[src/rtl/scanTxnPkg.sv]
package scanTxnPkg;
  typedef enum logic [2:0] {
    SEL_BYPASS,
    SEL_RSP,
    SEL_SPACE,
    SEL_CMD,
    SEL_READY,
    SEL_FLAG
  } regSel_e;

  typedef struct packed {
    logic    loadWord;
    logic    shiftEn;
    logic    update;
    regSel_e sel;
  } strobes_t;

  function automatic regSel_e decodeIr(input logic [3:0] ir);
    case (ir)
      4'h1:    return SEL_RSP;
      4'h2:    return SEL_SPACE;
      4'h3:    return SEL_CMD;
      4'h4:    return SEL_READY;
      4'h5:    return SEL_FLAG;
      default: return SEL_BYPASS;
    endcase
  endfunction
endpackage

[src/rtl/scanTxnCtrl.sv]
module scanTxnCtrl
  import scanTxnPkg::*;
#(
  parameter int WORD_W = 72
) (
  input  logic     tck,
  input  logic     rstN,
  input  logic [3:0] irValue,
  input  logic     captureDr,
  input  logic     shiftDr,
  input  logic     updateDr,
  input  logic     rspEmpty,
  output strobes_t strobes,
  output logic     rspPop,
  output logic     cmdPush
);
  localparam int CNT_W = $clog2(WORD_W);

  regSel_e    sel;
  logic [CNT_W-1:0] bitCnt;
  logic       wordSel;
  logic       atBoundary;
  logic       pushPend;

  assign sel        = decodeIr(irValue);
  assign wordSel    = (sel == SEL_RSP) || (sel == SEL_CMD);
  assign atBoundary = shiftDr && wordSel && (bitCnt == CNT_W'(WORD_W - 1));

  always_ff @(posedge tck or negedge rstN) begin
    if (!rstN) begin
      bitCnt   <= '0;
      pushPend <= 1'b0;
    end else begin
      pushPend <= atBoundary && (sel == SEL_CMD);
      if (captureDr)
        bitCnt <= '0;
      else if (shiftDr && wordSel)
        bitCnt <= atBoundary ? '0 : bitCnt + 1'b1;
    end
  end

  always_comb begin
    strobes.sel      = sel;
    strobes.loadWord = captureDr || (atBoundary && (sel == SEL_RSP));
    strobes.shiftEn  = shiftDr && !strobes.loadWord;
    strobes.update   = updateDr;
  end

  assign rspPop  = (sel == SEL_RSP) && !rspEmpty && (captureDr || atBoundary);
  assign cmdPush = pushPend;

  // a push is a single-cycle pulse
  a_r7_push_single: assert property (@(posedge tck) disable iff (!rstN)
    cmdPush |=> !cmdPush);
  // a push only follows a shift edge under the command code
  a_r9_push_after_shift: assert property (@(posedge tck) disable iff (!rstN)
    cmdPush |-> ($past(shiftDr) && $past(irValue) == 4'h3));
  // the response queue is popped only on capture or shift edges
  a_r3_pop_on_scan: assert property (@(posedge tck) disable iff (!rstN)
    rspPop |-> (captureDr || shiftDr));
endmodule

[src/rtl/scanTxnData.sv]
module scanTxnData
  import scanTxnPkg::*;
#(
  parameter int WORD_W  = 72,
  parameter int SPACE_W = 8
) (
  input  logic              tck,
  input  logic              rstN,
  input  logic              tdi,
  input  strobes_t          strobes,
  input  logic [WORD_W-1:0] rspData,
  input  logic              rspEmpty,
  input  logic [SPACE_W-1:0] cmdFree,
  output logic [WORD_W-1:0] shiftReg,
  output logic              softReset
);
  localparam int IDX_W = $clog2(WORD_W);

  logic [IDX_W-1:0]  msbIdx;
  logic [WORD_W-1:0] loadVal;
  logic [WORD_W-1:0] shiftVal;

  always_comb begin
    case (strobes.sel)
      SEL_RSP, SEL_CMD: msbIdx = IDX_W'(WORD_W - 1);
      SEL_SPACE:        msbIdx = IDX_W'(SPACE_W - 1);
      default:          msbIdx = '0;
    endcase
  end

  always_comb begin
    loadVal = '0;
    case (strobes.sel)
      SEL_RSP:   loadVal = rspEmpty ? '0 : rspData;
      SEL_SPACE: loadVal[SPACE_W-1:0] = cmdFree;
      SEL_READY: loadVal[0] = !rspEmpty;
      SEL_FLAG:  loadVal[0] = softReset;
      default:   loadVal = '0;
    endcase
  end

  for (genvar i = 0; i < WORD_W; i++) begin : g_shift
    if (i == WORD_W - 1) begin : g_top
      assign shiftVal[i] = (msbIdx == IDX_W'(i)) ? tdi : 1'b0;
    end else begin : g_mid
      assign shiftVal[i] = (msbIdx == IDX_W'(i)) ? tdi :
                           (IDX_W'(i) < msbIdx)  ? shiftReg[i+1] : 1'b0;
    end
  end

  always_ff @(posedge tck or negedge rstN) begin
    if (!rstN) begin
      shiftReg  <= '0;
      softReset <= 1'b0;
    end else begin
      if (strobes.loadWord)
        shiftReg <= loadVal;
      else if (strobes.shiftEn)
        shiftReg <= shiftVal;
      if (strobes.update && strobes.sel == SEL_FLAG)
        softReset <= shiftReg[0];
    end
  end

  // a one-bit register passes tdi through with one shift of delay
  a_r2_one_bit_delay: assert property (@(posedge tck) disable iff (!rstN)
    (strobes.shiftEn && msbIdx == '0) |=> (shiftReg[0] == $past(tdi)));
  // the flag moves only on an update under the flag code
  a_r11_flag_hold: assert property (@(posedge tck) disable iff (!rstN)
    !(strobes.update && strobes.sel == SEL_FLAG) |=> $stable(softReset));
endmodule

[src/rtl/scanTxnBank.sv]
module scanTxnBank
  import scanTxnPkg::*;
#(
  parameter int WORD_W  = 72,
  parameter int SPACE_W = 8
) (
  input  logic               tck,
  input  logic               rstN,
  input  logic               tdi,
  input  logic [3:0]         irValue,
  input  logic               captureDr,
  input  logic               shiftDr,
  input  logic               updateDr,
  output logic               tdo,
  output logic               cmdPush,
  output logic [WORD_W-1:0]  cmdData,
  input  logic [SPACE_W-1:0] cmdFree,
  output logic               rspPop,
  input  logic [WORD_W-1:0]  rspData,
  input  logic               rspEmpty,
  output logic               softReset
);
  strobes_t          strobes;
  logic [WORD_W-1:0] shiftReg;

  scanTxnCtrl #(.WORD_W(WORD_W)) u_ctrl (
    .tck(tck), .rstN(rstN), .irValue(irValue), .captureDr(captureDr),
    .shiftDr(shiftDr), .updateDr(updateDr), .rspEmpty(rspEmpty),
    .strobes(strobes), .rspPop(rspPop), .cmdPush(cmdPush)
  );

  scanTxnData #(.WORD_W(WORD_W), .SPACE_W(SPACE_W)) u_data (
    .tck(tck), .rstN(rstN), .tdi(tdi), .strobes(strobes),
    .rspData(rspData), .rspEmpty(rspEmpty), .cmdFree(cmdFree),
    .shiftReg(shiftReg), .softReset(softReset)
  );

  assign tdo     = shiftReg[0];
  assign cmdData = shiftReg;

  // no pop is issued towards an empty queue
  a_r5_no_pop_empty: assert property (@(posedge tck) disable iff (!rstN)
    rspEmpty |-> !rspPop);
endmodule

[config.mk]
export PLATFORM = sky130hd
export DESIGN_NAME = scanTxnBank
export DESIGN_NICKNAME = d
export VERILOG_FILES = /design/src/rtl/scanTxnPkg.sv /design/src/rtl/scanTxnCtrl.sv /design/src/rtl/scanTxnData.sv /design/src/rtl/scanTxnBank.sv
export SDC_FILE = /design/constraint.sdc
export NUM_CORES = 1
export LEC_CHECK = 0
export ABC_CLOCK_PERIOD_IN_PS = 3500
export BUFFER_PORTS_ARGS = -buffer_cell sky130_fd_sc_hd__buf_4
export CAP_MARGIN = 20
export CORE_MARGIN = 5
export CORE_UTILIZATION = 54
export CTS_BUF_LIST = sky130_fd_sc_hd__clkbuf_8
export CTS_CLUSTER_SIZE = 28
export DETAILED_ROUTE_END_ITERATION = 6
export GPL_TIMING_DRIVEN = 0
export PLACE_DENSITY = 0.88
export SYNTH_ARGS = -nofsm -noshare
export SYNTH_HDL_FRONTEND = slang
export SYNTH_HIERARCHICAL = 1
export SYNTH_SLANG_ARGS = --single-unit
export TNS_END_PERCENT = 30
[constraint.sdc]
create_clock -name tck -period 3.5 [get_ports tck]
set_clock_uncertainty 0.1 [all_clocks]
set_input_delay 0.7 -clock tck [delete_from_list [all_inputs] [get_ports tck]]
set_output_delay 0.7 -clock tck [all_outputs]
set_load 0.02 [all_outputs]
# Yosys cells after proc, flatten, opt, wreduce, memory -nomap -nowiden
# Cells that the tools add are included.
# Widths: inputs -> output; s select.
dict set report word_totals {
  ff_bits 81
  inputBits 91
  elab_cells 329
}
dict set report classes {
  n_lt_le_gt_ge 71
  n_eq_ne 82
  add_sub_neg 1
  n_reduce_logical 17
  n_mux 154
}
# op n
set op_table {}
lappend op_table {{$eq 7x6->1 const B} 32}
lappend op_table {{$lt 6x7->1 const A} 32}
lappend op_table {{$mux 72} 3}
lappend op_table {{$mux 1} 143}
lappend op_table {{$eq 7x5->1 const B} 16}
lappend op_table {{$lt 5x7->1 const A} 16}
lappend op_table {{$mux 64} 1}
lappend op_table {{$eq 7x7->1 const B} 9}
lappend op_table {{$eq 7x4->1 const B} 8}
lappend op_table {{$lt 4x7->1 const A} 8}
lappend op_table {{$lt 7x7->1 const A} 7}
lappend op_table {{$eq 7x3->1 const B} 4}
lappend op_table {{$lt 3x7->1 const A} 4}
lappend op_table {{$pmux 7 s2} 2}
lappend op_table {{$mux 7} 3}
lappend op_table {{$pmux 3 s5} 1}
lappend op_table {{$eq 7x2->1 const B} 2}
lappend op_table {{$lt 1x7->1 const A} 2}
lappend op_table {{$lt 2x7->1 const A} 2}
lappend op_table {{$eq 4x2->1 const B} 2}
lappend op_table {{$eq 4x3->1 const B} 2}
lappend op_table {{$logic_and 1x1->1} 8}
lappend op_table {{$add 7x1->7 const B} 1}
lappend op_table {{$eq 7x1->1 const B} 1}
lappend op_table {{10 further kinds} 16}

# Logic depth before layout (Yosys ltp)
# Gate-level depths: netlist of the first run.
dict set report depth {
  depth_word 12
  mapped_depth 9
  mapped_depth_nobuf 7
}

# Cells and area by module
# The synthesis of the first run kept the hierarchy.
# module instances area_each_um2 cells_each
set modules_own_cells {}
lappend modules_own_cells {scanTxnData 1 3539.6 353}
lappend modules_own_cells {scanTxnCtrl 1 526.8 60}
lappend modules_own_cells {scanTxnBank 1 7.5 1}

# Worst setup path before layout of the first run
# No wires, ideal clock.
dict set report synth_path {
  path_type {input -> register}
  startpoint {input irValue[3]}
  endpoint {register u_data.shiftReg[26]}
  n_path_buf 3
  t_required_ns 3.263
  arrival_time_ns 2.181
  setup_time_ns 0.137
  setup_slack_ns 1.082
  cell_stages 9
  cell_sequence {nand4bb_1 > buf_2 > nor4_2 > nor3_1 > or2_2 > buf_4 > clkbuf_1 > nor2_1 > a21oi_1}
}
# element line_no
set synth_lines {}
lappend synth_lines {{from (decl)} scanTxnBank.sv:10} ;# input logic [3:0] irValue,
lappend synth_lines {{to (signal assigned)} scanTxnData.sv:57} ;# shiftReg <= loadVal;
lappend synth_lines {{to (signal assigned)} scanTxnData.sv:59} ;# shiftReg <= shiftVal;
lappend synth_lines {{to (decl)} scanTxnData.sv:14} ;# output logic [WORD_W-1:0] shiftReg,

# Worst setup path after layout of the first run
dict set report layout_path {
  startpoint {register u_ctrl.bitCnt[3]}
  endpoint {output rspPop}
}
dict set report layout_via {
  elab_chain_cells 4
}
# element line_no
set layout_lines {}
lappend layout_lines {{from (decl)} scanTxnCtrl.sv:20} ;# logic [CNT_W-1:0] bitCnt;
lappend layout_lines {{from (signal assigned)} scanTxnCtrl.sv:38} ;# bitCnt <= atBoundary ? '0 : bitCnt + 1'b1;
lappend layout_lines {{$eq 7x7->1} scanTxnCtrl.sv:27} ;# assign atBoundary = shiftDr && wordSel && (bitCnt == CNT_W'(WORD_W - 1));
lappend layout_lines {{$logic_and 1x1->1} scanTxnCtrl.sv:27}
lappend layout_lines {{$logic_or 1x1->1} scanTxnCtrl.sv:49} ;# assign rspPop = (sel == SEL_RSP) && !rspEmpty && (captureDr || atBoundary);
lappend layout_lines {{$logic_and 1x1->1} scanTxnCtrl.sv:49}
lappend layout_lines {{to (decl)} scanTxnBank.sv:18} ;# output logic rspPop,
# No other way between the ends.

==> results of run 1 <==
[through the flow]
stage / utilization / instance area, um^2
CTS: 0.772 / 5630
floorplan: - / 4070
finish: 0.776 / 5660
detailed placement: 0.746 / 5440
global route: 0.776 / 5660
global placement: 0.746 / 5440
[sequential cells by signal, indices dropped and copies added (netlist names)]
signal / cells
u_ctrl/cmdPush: 1
u_data/shiftReg: 72
u_data/softReset: 1
u_ctrl/bitCnt: 7
[worst max-delay path, stage by stage (launching register included)]
cell                      delay (ps)
sky130_fd_sc_hd__dfrtp_1         440
sky130_fd_sc_hd__or4b_4          600
sky130_fd_sc_hd__nor3_1          160
sky130_fd_sc_hd__o211a_1         160
sky130_fd_sc_hd__buf_4           140
[routing by layer]
| metal | up-vias | global-route usage | wire length [um] |
|---|---|---|---|
| li1 | 1938 | - | - |
| met2 | 236 | 0.461 | 6730 |
| met4 | 0 | 0.111 | 395 |
| met1 | 2119 | 0.349 | 5380 |
| met3 | 30 | 0.0662 | 1060 |
| met5 | - | 0 | 0 |
[how the worst min path moves through the flow]
stage                           from                to  slack, ps  cells after the start
finish                          rstN    u_ctrl/cmdPush         70                      1
global route                    rstN  u_ctrl/bitCnt[6]         60                      1
CTS                 u_data/softReset  u_data/softReset        460                      1
detailed placement  u_data/softReset  u_data/softReset        440                      1
global placement    u_data/softReset  u_data/softReset        440                      1
floorplan                       rstN  u_ctrl/bitCnt[0]        300                      0
[logic make-up after synthesis]
kind of cell,after synthesis,share of synthesized area
fa+ha+maj,1,0.00307
buf+inv,52,0.0713
mux,1,0.00276
flops,81,0.498
simple gates,108,0.132
compound gates,171,0.293
[power by group through the flow]
stage	clock, mW	sequential (mW)	combinational [mW]
2_1_floorplan	0	1.17	0.173
3_3_place_gp	0	1.10	0.525
3_5_place_dp	0	1.10	0.535
4_1_cts	0.691	1.09	0.537
5_1_grt	0.736	1.09	0.581
6_report	0.681	1.09	0.542
[layout make-up]
class,count,area (um^2),area share
Sequential cell,81,2030,0.358
Multi-Input combinational cell,281,1760,0.310
Timing Repair Buffer,166,1270,0.224
Buffer,44,260,0.0460
Clock buffer,11,151,0.0268
Tap cell,99,124,0.0219
Clock inverter,4,43.8,0.00774
Inverter,8,30.0,0.00531
[Yosys cell counts (2+ instances only)]
library cell | n | share of area
sky130_fd_sc_hd__nor3b_2 | 2 | 0.0061
sky130_fd_sc_hd__a32oi_1 | 72 | 0.15
sky130_fd_sc_hd__or2_2 | 2 | 0.0031
sky130_fd_sc_hd__dfrtp_1 | 81 | 0.50
sky130_fd_sc_hd__nor2_1 | 66 | 0.061
sky130_fd_sc_hd__nand2_1 | 6 | 0.0055
sky130_fd_sc_hd__nand3_1 | 4 | 0.0049
sky130_fd_sc_hd__clkbuf_1 | 13 | 0.012
sky130_fd_sc_hd__buf_6 | 7 | 0.019
sky130_fd_sc_hd__or3_1 | 3 | 0.0046
sky130_fd_sc_hd__a22oi_1 | 7 | 0.013
sky130_fd_sc_hd__or2_1 | 2 | 0.0031
sky130_fd_sc_hd__buf_2 | 18 | 0.022
sky130_fd_sc_hd__nor3b_1 | 3 | 0.0055
sky130_fd_sc_hd__a21oi_1 | 71 | 0.087
sky130_fd_sc_hd__inv_1 | 8 | 0.0074
sky130_fd_sc_hd__nor3_1 | 2 | 0.0025
sky130_fd_sc_hd__o22ai_1 | 6 | 0.0092
sky130_fd_sc_hd__nor2b_1 | 6 | 0.0092
sky130_fd_sc_hd__o21ai_0 | 5 | 0.0061
sky130_fd_sc_hd__buf_4 | 5 | 0.0092
==> insert_results.sql, run 1 <==
INSERT INTO impl_metrics (metric_group, metric, value, unit) VALUES
('outcome', 'status', 'complete, no violations', ''),
('clocking', 'cts.sinks', '81', ''),
('synthesis', 'synth_nets', '506', ''),
('sta', 'finalHoldViolCount', '0', ''),
('placed_design', 'pre_cts_slack', '581', 'ps'),
('final_layout', 'mostFrequentLayoutCell', 'sky130_fd_sc_hd__buf_4', ''),
('sta', 'max_transition_viols_final', '0', ''),
('final_layout', 'share_of_final_layout_standard_cells_stronger_than_drive_strength_1', '0.370', ''),
('drt', 'route.detailed.drc', '0', ''),
('pwr', 'part_of_the_total_power_dissipated_in_combinational_logic', '0.235', ''),
('pwr', 'internal_power', '1.61', 'mW'),
('placed_design', 'buffer_ports.inserted', '165', ''),
('final_layout', 'layout.filler_cells', '549', ''),
('worst_setup_path', 'worstReg2RegStart', 'u_ctrl/bitCnt[3]', ''),
('drt', 'drt-initial-drc-count', '206', ''),
('sta', 'max_slew.worst_pin.slew', '870', 'ps'),
('clocking', 'htreeDepth', '3', ''),
('worst_setup_path', 'timing.critical_path.to_type', 'output port', ''),
('worst_setup_path', 'worst_r2r_path_depth', '8', ''),
('clocking', 'cts.repair_timing.setup_buffer_count', '0', ''),
('synthesis', 'syn-cell-area', '4070', 'um^2'),
('worst_setup_path', 'crit_path_end', 'rspPop', ''),
('global_route', 'grt_pass1_vias', '4414', ''),
('worst_setup_path', 'worst_setup_path_startpoint', 'u_ctrl/bitCnt[3]', ''),
('synthesis', 'synth-warning-count', '6', ''),
('final_layout', 'layout_common_cells', 'sky130_fd_sc_hd__buf_4 (170), sky130_fd_sc_hd__dfrtp_1 (81), sky130_fd_sc_hd__a32oi_1 (72)', ''),
('drt', 'routed_wire_length_per_instance', '19.5', 'um'),
('sta', 'min_period', '2630', 'ps'),
('worst_setup_path', 'setup.worst_path.start_class', 'flip-flop', ''),
('sta', 'setup_viol', '0', ''),
('synthesis', 'post_synth_inst_count', '414', ''),
('placed_design', 'routabilityCongestion', '0.834', ''),
('synthesis', 'synth-seq-cells', '81', ''),
('die', 'floorplan.initialDensity', '0.559', ''),
('clocking', 'ctsLongestPathBuffers', '2', ''),
('sta', 'setup_slack', '867', 'ps'),
('pwr', 'switchingPower', '0.701', 'mW'),
('drt', 'route.final.wire_length', '13600', 'um'),
('pwr', 'share_clk_of_total_power', '0.295', ''),
('synthesis', 'syn_area_per_cell', '9.84', 'um^2'),
('die', 'floorplan.rows', '31', ''),
('synthesis', 'synth.lib_cells_used.distinct', '46', ''),
('clocking', 'clock_latency', '340', 'ps'),
('sta', 'finalCritPeriodShare', '0.752', ''),
('pwr', 'pwr_density_cell', '408', 'nW/um^2'),
('clocking', 'path_clk_slew', '70', 'ps'),
('clocking', 'post_cts_hold_buffer_count', '0', ''),
('final_layout', 'finish.net_count', '683', ''),
('sta', 'timing.fmax', '380', 'MHz'),
('final_layout', 'ant_diodes', '0', ''),
('final_layout', 'fin_cells', '694', ''),
('drt', 'antenna_left', '0', ''),
('final_layout', 'syn2layout_area_growth', '38.9', '%'),
('global_route', 'overflow', '0', ''),
('drt', 'dr.pass1.iters', '5', ''),
('pwr', 'leakage', '2.63', 'nW'),
('global_route', 'track_usage', '0.278', ''),
('synthesis', 'synth_enable_flop_cells', '0', ''),
('pwr', 'sequential_group_share_of_total_power', '0.470', ''),
('drt', 'via_count', '4323', ''),
('placed_design', 'dp_cells', '678', ''),
('clocking', 'tritoncts', 'yes', ''),
('sta', 'finalSetupTns', '0', 'ps'),
('drt', 'route.detailed.vias_per_inst', '6.23', ''),
('clocking', 'tritoncts.num_buffers', '9', ''),
('worst_setup_path', 'crit_path_max_fanout', '6', ''),
('sta', 'holdWs', '70.0', 'ps'),
('die', 'die_h', '96.9', 'um'),
('die', 'die_area', '9380', 'um^2'),
('run', 'cap_viol_max_count', '0', ''),
('die', 'floorplan.core_area', '7290', 'um^2');
No activity file was read; power rests on OpenSTA's default activity.
==> run 2, diff against run 1 <==
--- a/config.mk
+++ b/config.mk
@@ -5,16 +5,16 @@
 export SDC_FILE = /design/constraint.sdc
 export NUM_CORES = 1
 export LEC_CHECK = 0
-export ABC_CLOCK_PERIOD_IN_PS = 3500
+export ABC_CLOCK_PERIOD_IN_PS = 2640
 export BUFFER_PORTS_ARGS = -buffer_cell sky130_fd_sc_hd__buf_4
 export CAP_MARGIN = 20
 export CORE_MARGIN = 5
-export CORE_UTILIZATION = 54
+export CORE_UTILIZATION = 50
 export CTS_BUF_LIST = sky130_fd_sc_hd__clkbuf_8
 export CTS_CLUSTER_SIZE = 28
 export DETAILED_ROUTE_END_ITERATION = 6
 export GPL_TIMING_DRIVEN = 0
-export PLACE_DENSITY = 0.88
+export PLACE_DENSITY = 0.83
 export SYNTH_ARGS = -nofsm -noshare
 export SYNTH_HDL_FRONTEND = slang
 export SYNTH_HIERARCHICAL = 1
==> constraint.sdc (replaced) <==
create_clock -name tck -period 2.64 [get_ports tck]
set_clock_uncertainty 0.1 [all_clocks]
set_input_delay 0.528 -clock tck [delete_from_list [all_inputs] [get_ports tck]]
set_output_delay 0.528 -clock tck [all_outputs]
set_load 0.02 [all_outputs]
==> run 2 against run 1 <==
  * Final cell count increased by 1.2%
  * Sequential power grew 32%
  * Clock power grew 43%
  * Critical path depth increased by 4
  * Wire length fell by 0.80%
  * Critical path type is now flip-flop to flip-flop
  * Critical endpoint is now u_data/shiftReg[29]
  * Largest power group unchanged
==> insert_results.sql, run 2 (synthesis gave the netlist of run 1 again) <==
INSERT INTO impl_metrics (metric_group, metric, value, unit) VALUES
('final_layout', 'ant_diodes', '0', ''),
('global_route', 'met1_usage', '0.351', ''),
('sta', 'grt_setup_unrepaired', 'no', ''),
('sta', 'min_period', '2520', 'ps'),
('die', 'floorplan.initialDensity', '0.503', ''),
('clocking', 'htreeDepth', '3', ''),
('run', 'cap_viol_max_count', '0', ''),
('placed_design', 'buffer_ports.inserted', '165', ''),
('placed_design', 'routabilityCongestion', '0.853', ''),
('global_route', 'met3_usage', '0.0521', ''),
('drt', 'routed_wire_length_per_instance', '19.2', 'um'),
('die', 'boundaryPins', '167', ''),
('sta', 'max_transition_viols_final', '0', ''),
('clocking', 'ctsLongestPathBuffers', '2', ''),
('worst_setup_path', 'setup.worst_path.start_class', 'flip-flop', ''),
('final_layout', 'largestRegisters', 'u_data/shiftReg: 72 flops, u_ctrl/bitCnt: 7 flops', ''),
('final_layout', 'layout_common_cells', 'sky130_fd_sc_hd__buf_4 (172), sky130_fd_sc_hd__dfrtp_1 (81), sky130_fd_sc_hd__a32oi_1 (72)', ''),
('final_layout', 'largest_register_ffs', '72', ''),
('placed_design', 'post-dp-hpwl', '9760', 'um'),
('sta', 'timing.fmax', '397', 'MHz'),
('drt', 'drt-initial-drc-count', '350', ''),
('outcome', 'status', 'complete, no violations', ''),
('sta', 'finalCritPeriodShare', '0.953', ''),
('final_layout', 'finish.net_count', '685', ''),
('global_route', 'grt_antenna_before_repair', '0', ''),
('worst_setup_path', 'crit_path_max_fanout', '10', ''),
('global_route', 'grt_max_degree', '82', ''),
('worst_setup_path', 'critical_path_required', '2810', 'ps'),
('final_layout', 'layout.filler_cells', '656', ''),
('clocking', 'tritoncts', 'yes', ''),
('die', 'floorplan.core_area', '8090', 'um^2'),
('global_route', 'track_usage', '0.261', ''),
('final_layout', 'share_of_final_layout_standard_cells_stronger_than_drive_strength_1', '0.382', ''),
('die', 'dieWidth', '100', 'um'),
('worst_setup_path', 'timing.critical_path.to_type', 'flip-flop', ''),
('drt', 'route.detailed.vias_per_inst', '6.08', ''),
('clocking', 'ctsRootBufferMaster', 'sky130_fd_sc_hd__clkbuf_8', ''),
('sta', 'maxSlewHeadroom', '0.402', ''),
('sta', 'finalSetupTns', '0', 'ps'),
('worst_setup_path', 'cp_slowest_cell', 'sky130_fd_sc_hd__or4b_4', ''),
('global_route', 'grtUsageMet2', '0.422', ''),
('final_layout', 'syn2layout_area_growth', '40.5', '%'),
('final_layout', 'finalCoreUtilization', '0.707', ''),
('drt', 'route.detailed.drc', '0', ''),
('global_route', 'grt_pass1_wl', '21100', 'um'),
('clocking', 'path_clk_slew', '80', 'ps'),
('die', 'floorplan.rows', '33', ''),
('worst_setup_path', 'slowest_delay', '600', 'ps'),
('global_route', 'overflow', '0', ''),
('die', 'die_area', '10100', 'um^2'),
('sta', 'setup_viol', '0', ''),
('pwr', 'leakage', '2.67', 'nW'),
('drt', 'route.final.wire_length', '13500', 'um'),
('final_layout', 'mostFrequentLayoutCell', 'sky130_fd_sc_hd__buf_4', ''),
('pwr', 'p_total', '3.14', 'mW'),
('clocking', 'clock_latency', '340', 'ps'),
('pwr', 'pwr_density_cell', '549', 'nW/um^2'),
('worst_setup_path', 'worstPathCellList', 'or4b_4, nor4_2, or2_1, nor2b_1, buf_4, buf_2, a32oi_1, a21oi_1', ''),
('die', 'die_h', '100', 'um'),
('final_layout', 'multiInputGateArea', '1760', 'um^2'),
('drt', 'dr.pass1.iters', '5', ''),
('global_route', 'grt-busiest-layer', 'met2', ''),
('worst_setup_path', 'timing.setup.critical_path_class', 'flip-flop to flip-flop', ''),
('global_route', 'grt_pass1_vias', '4237', ''),
('drt', 'via_count', '4266', ''),
('final_layout', 'postLayoutCellArea', '5720', 'um^2'),
('clocking', 'cts.sinks', '81', ''),
('worst_setup_path', 'worst_ep_arrival_time', '2690', 'ps'),
('sta', 'finalHoldViolCount', '0', ''),
('drt', 'antenna_left', '0', ''),
('placed_design', 'detailed_place.area', '5440', 'um^2'),
('sta', 'setup_slack', '124', 'ps'),
('final_layout', 'area.sequential', '2030', 'um^2'),
('pwr', 'max-vdd-ir-drop', '379', 'uV'),
('final_layout', 'max_flop_register', 'u_data/shiftReg', ''),
('sta', 'max_slew.worst_pin.slew', '896', 'ps'),
('placed_design', 'pre_cts_slack', '-90.1', 'ps'),
('min_path', 'min-delay-path-class', 'input pin to flip-flop', ''),
('clocking', 'tritoncts.num_buffers', '9', '');
[run 2: cell count changes in the layout (fill, tap and decap cells not counted), sizes merged]
| cell | change |
|---|---|
| clkinv | -1 |
| inv | +1 |
| dlygate4sd3 | +1 |
| buf | -3 |
| clkbuf | +3 |
| bufinv | +1 |
[run 2: layout make-up]
cell class,instances,area share
plain buffers,44,0.0498
flip-flops and latches,81,0.354
repair buffers,168,0.224
multi-input cells,281,0.307
clock buffers,10,0.0240
clock inverters,5,0.0127
inverters,8,0.00525
well taps,105,0.0230
[run 2: path summary, 6_finish.rpt]
check,from,end,slack [ps],cells after the start
setup / recovery,u_ctrl/bitCnt[3],u_data/shiftReg[29],120,8
hold / removal,captureDr,u_ctrl/bitCnt[3],370,3
setup reg to reg,u_ctrl/bitCnt[3],u_data/shiftReg[29],120,8
hold reg to reg,u_data/softReset,u_data/softReset,450,1
max in group asynchronous,rstN,u_data/shiftReg[7],1400,3
min in group asynchronous,rstN,u_data/shiftReg[38],470,2
[run 2: power by group]
part           total (mW)  internal (mW)  switching [mW]
clock               0.974          0.546           0.429
combinational       0.729          0.323           0.405
sequential           1.44           1.34          0.0977
total                3.14           2.21           0.932
[run 2: stage by stage]
stage / hold WS (ps) / std cells
floorplan: 132 / 414
global placement: 422 / 684
detailed placement: 429 / 684
CTS: 295 / 699
global route: 369 / 702
finish: 367 / 702
[run 2: critical path, delay by kind of cell, from the launching register on]
kind / cells / cell delay, ps
buf+inv: 2 / 440
compound gates: 2 / 310
simple gates: 4 / 1160
flops: 1 / 430
[run 2: layer usage]
metal | part of all wire | wire (um) | up-vias
li1 | - | - | 1951
met1 | 0.39 | 5300 | 2075
met2 | 0.50 | 6700 | 215
met3 | 0.086 | 1150 | 25
met4 | 0.023 | 308 | 0
met5 | 0 | 0 | -
[run 2: what timing repair did]
item	CTS	global route
endpoints found under the setup margin	0	60
hold endpoints to repair	0	6
gates resized for setup	0	24
hold buffers	0	1
buffers inserted	0	1
